==> src/rtl/mbox_pkg.sv <==
package mbox_pkg;
  localparam int WORD_W    = 32;
  localparam int NUM_WORDS = 8;
  localparam int ADDR_W    = $clog2(NUM_WORDS);
  localparam int HDR_IDX   = NUM_WORDS - 1;
  localparam int OWN_BIT   = WORD_W - 1;

  // Strobes from control to datapath
  typedef struct packed {
    logic              wordWr;  // accepted requester write
    logic [ADDR_W-1:0] wrIdx;   // target word
    logic              hdrRsp;  // server response load into header
  } mboxStrobe_t;
endpackage

==> src/rtl/mbox_ctrl.sv <==
module mbox_ctrl
  import mbox_pkg::*;
#(
  parameter int NumWords = NUM_WORDS
) (
  input  logic              clk,
  input  logic              rstN,
  input  logic              reqRstHold,
  input  logic              reqWrEn,
  input  logic [ADDR_W-1:0] reqAddr,
  input  logic              srvRspEn,
  input  logic              ownerIsSrv,
  output mboxStrobe_t       strobe,
  output logic              msgReady,
  output logic              reqWrErr
);
  localparam logic [ADDR_W-1:0] HdrIdx = ADDR_W'(NumWords - 1);

  logic liveWr;
  logic acceptWr;
  logic dropWr;
  logic hdrHandover;

  always_comb begin
    liveWr      = reqWrEn && !reqRstHold;
    acceptWr    = liveWr && !ownerIsSrv;
    dropWr      = liveWr && ownerIsSrv;
    hdrHandover = acceptWr && (reqAddr == HdrIdx);
    strobe.wordWr = acceptWr;
    strobe.wrIdx  = reqAddr;
    strobe.hdrRsp = srvRspEn && ownerIsSrv;
  end

  always_ff @(posedge clk) begin
    if (!rstN) begin
      msgReady <= 1'b0;
      reqWrErr <= 1'b0;
    end else begin
      msgReady <= hdrHandover;
      reqWrErr <= dropWr;
    end
  end
endmodule

==> src/rtl/mbox_store.sv <==
module mbox_store
  import mbox_pkg::*;
#(
  parameter int NumWords = NUM_WORDS,
  parameter int WordW    = WORD_W
) (
  input  logic              clk,
  input  logic              rstN,
  input  mboxStrobe_t       strobe,
  input  logic [WordW-1:0]  reqWrData,
  input  logic [WordW-1:0]  srvRspData,
  input  logic              reqRstHold,
  input  logic [ADDR_W-1:0] reqAddr,
  input  logic [ADDR_W-1:0] srvRdAddr,
  output logic [WordW-1:0]  reqRdData,
  output logic [WordW-1:0]  srvRdData,
  output logic              ownerIsSrv
);
  localparam int OwnBit = WordW - 1;
  localparam logic [WordW-1:0] OwnMask = WordW'(1) << OwnBit;
  localparam logic [ADDR_W-1:0] HdrIdx = ADDR_W'(NumWords - 1);

  logic [WordW-1:0] words [NumWords];

  for (genvar gi = 0; gi < NumWords; gi++) begin : g_word
    logic [WordW-1:0] wordQ;
    logic hit;
    assign hit = strobe.wordWr && (strobe.wrIdx == ADDR_W'(gi));
    if (gi == NumWords - 1) begin : g_hdr
      always_ff @(posedge clk) begin
        if (!rstN)              wordQ <= '0;
        else if (strobe.hdrRsp) wordQ <= srvRspData & ~OwnMask;
        else if (hit)           wordQ <= reqWrData | OwnMask;
      end
    end else begin : g_body
      always_ff @(posedge clk) begin
        if (!rstN)    wordQ <= '0;
        else if (hit) wordQ <= reqWrData;
      end
    end
    assign words[gi] = wordQ;
  end

  always_comb begin
    ownerIsSrv = words[NumWords-1][OwnBit];
    srvRdData  = words[srvRdAddr];
    if (reqRstHold && (reqAddr == HdrIdx)) reqRdData = '1;
    else                                   reqRdData = words[reqAddr];
  end
endmodule

==> src/rtl/mbox_aperture.sv <==
module mbox_aperture
  import mbox_pkg::*;
(
  input  logic              clk,
  input  logic              rstN,
  input  logic              reqRstHold,
  input  logic              reqWrEn,
  input  logic [ADDR_W-1:0] reqAddr,
  input  logic [WORD_W-1:0] reqWrData,
  output logic [WORD_W-1:0] reqRdData,
  output logic              reqWrErr,
  input  logic [ADDR_W-1:0] srvRdAddr,
  output logic [WORD_W-1:0] srvRdData,
  input  logic              srvRspEn,
  input  logic [WORD_W-1:0] srvRspData,
  output logic              msgReady,
  output logic              ownerIsSrv
);
  mboxStrobe_t strobe;

  mbox_ctrl #(.NumWords(NUM_WORDS)) u_ctrl (
    .clk(clk), .rstN(rstN), .reqRstHold(reqRstHold), .reqWrEn(reqWrEn),
    .reqAddr(reqAddr), .srvRspEn(srvRspEn), .ownerIsSrv(ownerIsSrv),
    .strobe(strobe), .msgReady(msgReady), .reqWrErr(reqWrErr)
  );

  mbox_store #(.NumWords(NUM_WORDS), .WordW(WORD_W)) u_store (
    .clk(clk), .rstN(rstN), .strobe(strobe), .reqWrData(reqWrData),
    .srvRspData(srvRspData), .reqRstHold(reqRstHold), .reqAddr(reqAddr),
    .srvRdAddr(srvRdAddr), .reqRdData(reqRdData), .srvRdData(srvRdData),
    .ownerIsSrv(ownerIsSrv)
  );
endmodule

==> config.mk <==
export PLATFORM = sky130hd
export DESIGN_NAME = mbox_aperture
export DESIGN_NICKNAME = d
export VERILOG_FILES = /design/src/rtl/mbox_pkg.sv /design/src/rtl/mbox_ctrl.sv /design/src/rtl/mbox_store.sv /design/src/rtl/mbox_aperture.sv
export SDC_FILE = /design/constraint.sdc
export NUM_CORES = 1
export LEC_CHECK = 0
export ABC_CLOCK_PERIOD_IN_PS = 1800
export BUFFER_PORTS_ARGS = -buffer_cell sky130_fd_sc_hd__clkbuf_2
export CORE_MARGIN = 2
export CORE_UTILIZATION = 54
export DETAILED_ROUTE_END_ITERATION = 12
export GPL_TIMING_DRIVEN = 0
export HOLD_SLACK_MARGIN = 0.08
export PLACE_DENSITY_LB_ADDON = 0.1
export SYNTH_ARGS = -nofsm -noshare
export SYNTH_HDL_FRONTEND = slang
export SYNTH_HIERARCHICAL = 1
export SYNTH_SLANG_ARGS = --single-unit
==> constraint.sdc <==
create_clock -name clk -period 1.8 [get_ports clk]
set_input_delay 0.36 -clock clk [delete_from_list [all_inputs] [get_ports clk]]
set_output_delay 0.36 -clock clk [all_outputs]
set_load 0.02 [all_outputs]
==> flow_summary.toml, run 1 <==
[run_status]
status = "finished with violations"
violations = "negative setup slack"

[finish]
area.growth.synth_to_final_pct = 40.25
multi_input_area_um2 = 8865
nNetsFinal = 1912
drive_above_1_share_pct = 48.33
n_fill_cell = 1582
instances_no_fill = 2191
seq_area_um2 = 5334
utilization_pct = 77.69
fin_area_um2 = 19680

[global_routing]
grt_use_total_pct = 38.83
grt_max_degree = 15
gr-total-overflow = 0
grt_pass1_vias = 13079
grt_pass1_wl_mm = 78.29
antenna_found_initial = 2

[synthesis]
synth_most_common_cell = "nand2_1"
avgSynthCellArea_um2 = 8.908
yosysWarnings = 6
synthArstFlopShare_pct = 0
synth_largest_area_cell = "dfxtp_1"
synth_ff_type = "dfxtp_1"
seq_area_frac_synth_pct = 36.81
synth-edff-count = 0
synth.net_count = 1650
ys_top_cells_by_area = "dfxtp_1 37%, nand2_1 14%, a21boi_0 8.6%"
ys_types = 41
synthCells = 1575
synth_area_um2 = 14030
synth_common_cells = "516 x nand2_1, 258 x dfxtp_1, 161 x a21boi_0"
synth-seq-cells = 258
yosysTopAreaCellShare_pct = 36.81

[worst_setup_path]
worstPathArrival_ns = 2.00
path_max_fanout = 3
startpoint_type = "flip-flop"
setup.worst_path.end_class = "output pin"
critPathRequiredTime_ns = 1.44
worstSetupPathType = "reg2out"

[timing]
max-slew-margin-rel_pct = 44.01
period_share_pct = 131.0
tns_ns = -44.35
hold_viol_final = 0
setup_ws_ns = -0.5580
fin_crit_ns = 2.358
worst_pin_slew_ns = 0.8398
slew_viol_final = 0
fmax_ghz = 0.4241
rsz0062_at_grt = "yes"
setup-violations-final = 279
finalClockSkew_ns = 0.01158

[floorplan]
die_area_um2 = 27290
initial_core_util_pct = 55.39
core_area_um2 = 25330
die_h_um = 165.2
placementRows = 58
die_w_um = 165.2
ioPinCount = 142

[placed_design]
hpwlAfterDp_mm = 33.87
io_buffer_count = 106
placed_area_um2 = 15120
place.gp.congestion = 0.9442
dp_cells = 2011

[drt]
vias_per_cell = 6.749
ant_nets = 0
drt_iter0_markers = 2035
drtPass1Iterations = 6
drc = 0
via_count = 14787
wire_per_inst_um = 27.74
wl_mm = 60.78

[flow_run]
maxCapViolCount = 0

[clock_tree]
clk_pin_slew_ns = 0.06
htreeDepth = 1
clock_latency_ns = 0.57
cts.sinks = 258
cts_buffer_depth = 3
cts_buffers = 29
cts_tree = "done"
root_buffer = "clkbuf_16"

[pwr]
ir_drop_mv = 1.128
powerDensity_nw_per_um2 = 726.0
p_sw_w = 0.003758
switching_share_pct = 26.31
seqPwrFrac_pct = 41.1
cellLeakagePower_nw = 7.610
comb_power_share_pct = 14.1
fin_total_pwr_w = 0.01429
p_clk_share_pct = 44.8
p_int_w = 0.01053

[hold_path]
hp-class = "in2reg"
## layer usage
metal  track usage (%)  share of wire (%)
met5                 0                  0
met4             18.74                6.9
met3             7.418                 14
met2             60.64                 44
met1             51.89                 35
## what timing repair did
item | CTS | global route
gates resized for setup | 347 | 607
pin swaps | 9 | 99
hold buffers | 0 | 0
gates cloned | 2 | 18
buffers inserted | 63 | 45
endpoints found under the setup margin | 306 | 292
## per-stage QoR
step | hold slack, ns | setup WS [ns]
after CTS | 0.09639 | -0.5642
after global placement | 0.4537 | -0.8406
after detailed placement | 0.4576 | -0.8562
after floorplan | 0.4412 | -0.03691
after global routing | 0.1013 | -0.5655
final | 0.08914 | -0.5580
## power groups by stage
stage	registers, W	clock network [W]	logic [W]
after detailed placement	0.00599	0	0.00141
final	0.00587	0.00640	0.00202
after CTS	0.00586	0.00632	0.00159
after global routing	0.00587	0.00659	0.00205
after global placement	0.00598	0	0.00139
after floorplan	0.00596	0	0.000930
## registers in the layout, indices dropped and copies added, names as in the netlist
| signal | cells |
|---|---|
| u_ctrl/msgReady | 1 |
| u_ctrl/reqWrErr | 1 |
| u_store/g_word.wordQ | 256 |
## cell usage in the layout, fill, tap and decap left out, drive strengths merged
master         netlist  routed
bufinv               0       4
o221a               29      29
nor2b                3       3
diode                0       1
a21boi             224     224
clkdlybuf4s50        1       1
buf                 89     280
clkbuf              80     164
mux2                63      63
and4                 1       1
nand2b               5       5
nand2              516     516
nor3                 2       2
or2                  2       2
dfxtp              258     258
clkinvlp             0       1
a211o                1       1
nand3                4       4
mux2i               29      29
o211a                1       1
and4b                1       1
and2                 3       3
a21oi               30      30
a221oi              29      29
mux4                69      69
o21ai               60      60
nand4                1       1
o221ai               1       1
nor3b                2       2
inv                  1       1
clkinv               1       6
nor2                38      38
a31oi               31      31
## worst paths after layout
| path | from | end | slack [ns] | depth (start not counted) |
|---|---|---|---|---|
| worst max-delay path | u_store/g_word[7].wordQ[30]$_SDFFE_PN0P_ | reqRdData[30] | -0.56 | 4 |
| worst min-delay path | srvRspData[12] | u_store/g_word[7].wordQ[12]$_SDFFE_PN0P_ | 0.09 | 3 |
| worst max register to register | u_store/g_word[7].wordQ[31]$_SDFFE_PP0P_ | u_store/g_word[4].wordQ[9]$_SDFFE_PN0P_ | -0.24 | 11 |
| worst min register to register | u_store/g_word[0].wordQ[28]$_SDFFE_PN0P_ | u_store/g_word[0].wordQ[28]$_SDFFE_PN0P_ | 0.46 | 2 |
## cell type report
class / count / area share [%]
multi-input combinational: 1145 / 45.05
sequential: 258 / 27.11
timing repair buffer: 233 / 12.88
buffer: 168 / 7.618
clock buffer: 44 / 4.381
tap: 330 / 2.098
clock inverter: 10 / 0.7821
inverter: 2 / 0.06359
antenna: 1 / 0.01272
## critical path, stage by stage, from the launching register on
cell and delay [ns]:
dfxtp_2 0.33, or2_4 0.22, mux4_2 0.45, mux2_4 0.30, buf_8 0.13
## cells by family (layout without fill, tap and decap cells)
family	count (synthesis)	in the layout	synth area share (%)
mux	161	161	19.65
flops	258	258	36.81
simple gates	578	578	16.02
other cells	0	1	0
buf+inv	172	457	6.341
compound gates	406	406	21.18
(Power assumes the default switching activity.)
==> run 2, diff against run 1 <==
ABC_CLOCK_PERIOD_IN_PS = 2000   (was 1800)
HOLD_SLACK_MARGIN = not set   (was 0.08)
PLACE_DENSITY = 0.79   (was not set)
PLACE_DENSITY_LB_ADDON = not set   (was 0.1)
clock period = 2 ns   (was 1.8 ns; I/O delays follow)
==> run 2 against run 1 <==
  * The run still ends with negative setup slack left
  * Clock skew down 0.0047 ns
  * Routed wire length down 6.5%
  * Count of clock-buffer cells in the layout unchanged
  * Total power down 14%
  * First-iteration DRC count up 16%
  * Final cell count down 1.2%
  * Via count down 0.44%
  * Register-to-register slack better by 0.10 ns
  * Cell area down 7.8%
  * Critical endpoint unchanged
  * Die area unchanged
==> flow_summary.toml, run 2 (synthesis gave the netlist of run 1 again) <==
[timing]
whs_ns = 0.1446
max-slew-margin-rel_pct = 40.55
hold_viol_final = 0
setup_ws_ns = -0.3929
slew_viol_final = 0
fmax_ghz = 0.4179
finalClockSkew_ns = 0.006894
setup-violations-final = 195
worst_pin_slew_ns = 0.8917
rsz0062_at_grt = "yes"
period_share_pct = 119.6
fin_crit_ns = 2.393

[floorplan]
initial_core_util_pct = 55.39
die_h_um = 165.2
core_area_um2 = 25330
die_w_um = 165.2
placementRows = 58
die_area_um2 = 27290
ioPinCount = 142

[drt]
drtPass1Iterations = 9
drt_iter0_markers = 2352
via_count = 14722
ant_nets = 0
wl_mm = 56.80
drc = 0
wire_per_inst_um = 26.25
vias_per_cell = 6.803

[clock_tree]
root_buffer = "clkbuf_16"
cts.sinks = 258
cts_buffer_depth = 3
clk_pin_slew_ns = 0.06
hold_buffers = 0
htreeDepth = 1
cts_buffers = 28
clock_latency_ns = 0.55
cts_tree = "done"

[worst_setup_path]
slowest_delay_ns = 0.46
critPathRequiredTime_ns = 1.60
reg2reg_to = "u_store/g_word[0].wordQ[29]$_SDFFE_PN0P_"
worstPathArrival_ns = 1.99
startpoint_type = "flip-flop"
setup.worst_path.end_class = "output pin"
r2r-start = "u_store/g_word[7].wordQ[31]$_SDFFE_PP0P_"
path_depth = 4
worst-path-buf-inv = 1
path_max_fanout = 2
worst_path_max_delay_cell = "mux4_2"
cp_top_family = "multiplexers"
worstRegToRegCells = 10
path_cells = "or2_4 -> mux4_2 -> mux2_4 -> buf_8"
r2r_setup_slack_ns = -0.14
worstSetupPathType = "reg2out"

[global_routing]
grt_pass1_wl_mm = 78.75
grt_use_total_pct = 38.36
grt_max_degree = 14
grt_pass1_vias = 13861
gr-total-overflow = 0
antenna_found_initial = 0

[run_status]
violations = "negative setup slack"
status = "finished with violations"

[hold_path]
hp-class = "in2reg"
hold-path-endpoint = "u_store/g_word[7].wordQ[18]$_SDFFE_PN0P_"
hold_depth = 3
hold_start = "srvRspData[18]"

[finish]
top_register = "u_store/g_word.wordQ"
n_fill_cell = 1700
drive_above_1_share_pct = 40.24
top_regs = "u_store/g_word.wordQ (256), u_ctrl/msgReady (1), u_ctrl/reqWrErr (1)"
mostFrequentLayoutCells = "512 x nand2_1, 158 x a21boi_0, 139 x dfxtp_2, 129 x buf_4, 115 x dfxtp_1"
diodes = 0
final_common_cell = "nand2_1"
largest_register_ffs = 256
nNetsFinal = 1890
area.growth.synth_to_final_pct = 29.36

[placed_design]
io_buffer_count = 106
hpwlAfterDp_mm = 33.38
place.gp.congestion = 0.9756

[flow_run]
maxCapViolCount = 0

[pwr]
fin_total_pwr_w = 0.01228
ir_drop_mv = 0.7381
cellLeakagePower_nw = 6.846
powerDensity_nw_per_um2 = 676.9
[run 2: cell count changes in the layout (fill, tap and decap cells not counted), moves of 16 or more]
cell / previous run / this run
nand2_4: 41 / 0
clkbuf_16: 47 / 31
o21ai_1: 10 / 29
nand2_2: 26 / 4
nand2_1: 448 / 512
o21ai_2: 21 / 1
buf_12: 31 / 15
buf_6: 69 / 28
buf_4: 99 / 129
a21boi_2: 37 / 0
a21boi_0: 60 / 158
a21boi_1: 127 / 66
[run 2: worst reg2reg max path: stages, from the launching register on]
cell and delay (ns):
dfxtp_4 0.36, buf_4 0.15, nor3b_2 0.28, buf_4 0.22, nand2b_2 0.17, nor3_4 0.26, buf_12 0.17, buf_6 0.17
buf_12 0.12, nand2_1 0.05, a21boi_1 0.12
[run 2: area by class of cell]
class                           instances  area [um2]  area share, %
Multi-Input combinational cell       1145        8202          45.19
Sequential cell                       258        5354          29.50
Timing Repair Buffer                  213        1938          10.68
Buffer                                167        1290          7.108
Clock buffer                           44       862.1          4.750
Tap cell                              330       412.9          2.275
Clock inverter                          5       78.83         0.4343
Inverter                                2       11.26        0.06205
[run 2: where the power goes]
part           total (W)  internal (W)  switching [W]
Clock            0.00539       0.00319        0.00220
Combinational    0.00161      0.000676       0.000936
Sequential       0.00528       0.00522      0.0000662
Total             0.0123       0.00908        0.00320
[run 2: layer usage]
layer | vias to the layer above | wire length, um | global-route usage [%]
li1 | 5959 | - | -
met1 | 6836 | 19470 | 47.27
met2 | 1516 | 24180 | 58.33
met3 | 411 | 8897 | 12.61
met4 | 0 | 4250 | 23.32
met5 | - | 0 | 0
[run 2: worst max path at each step]
stage,startpoint,to
6_report,u_store/g_word[7].wordQ[30]$_SDFFE_PN0P_,reqRdData[30]
5_1_grt,u_store/g_word[7].wordQ[30]$_SDFFE_PN0P_,reqRdData[30]
4_1_cts,u_store/g_word[7].wordQ[30]$_SDFFE_PN0P_,reqRdData[30]
3_5_place_dp,reqAddr[0],reqRdData[18]
3_3_place_gp,reqAddr[0],reqRdData[18]
2_1_floorplan,srvRdAddr[0],srvRdData[9]
[run 2: stage by stage]
stage               utilization (%)  setup TNS, ns  std cells  setup WS (ns)  cell area, um2
global placement              59.12         -59.54       2011        -0.7026           14970
global route                  71.66         -20.97       2164        -0.4129           18150
floorplan                         -              0       1575        0.05082           14030
CTS                           68.82         -13.93       2135        -0.3925           17430
detailed placement            59.12         -64.58       2011        -0.7146           14970
finish                        71.66         -19.20       2164        -0.3929           18150
[run 2: what timing repair did]
| action | in CTS | in global routing |
|---|---|---|
| buffers inserted | 71 | 29 |
| pin swaps | 10 | 30 |
| cloned | 4 | 4 |
| setup endpoints to repair | 239 | 304 |
| resized for setup | 408 | 232 |
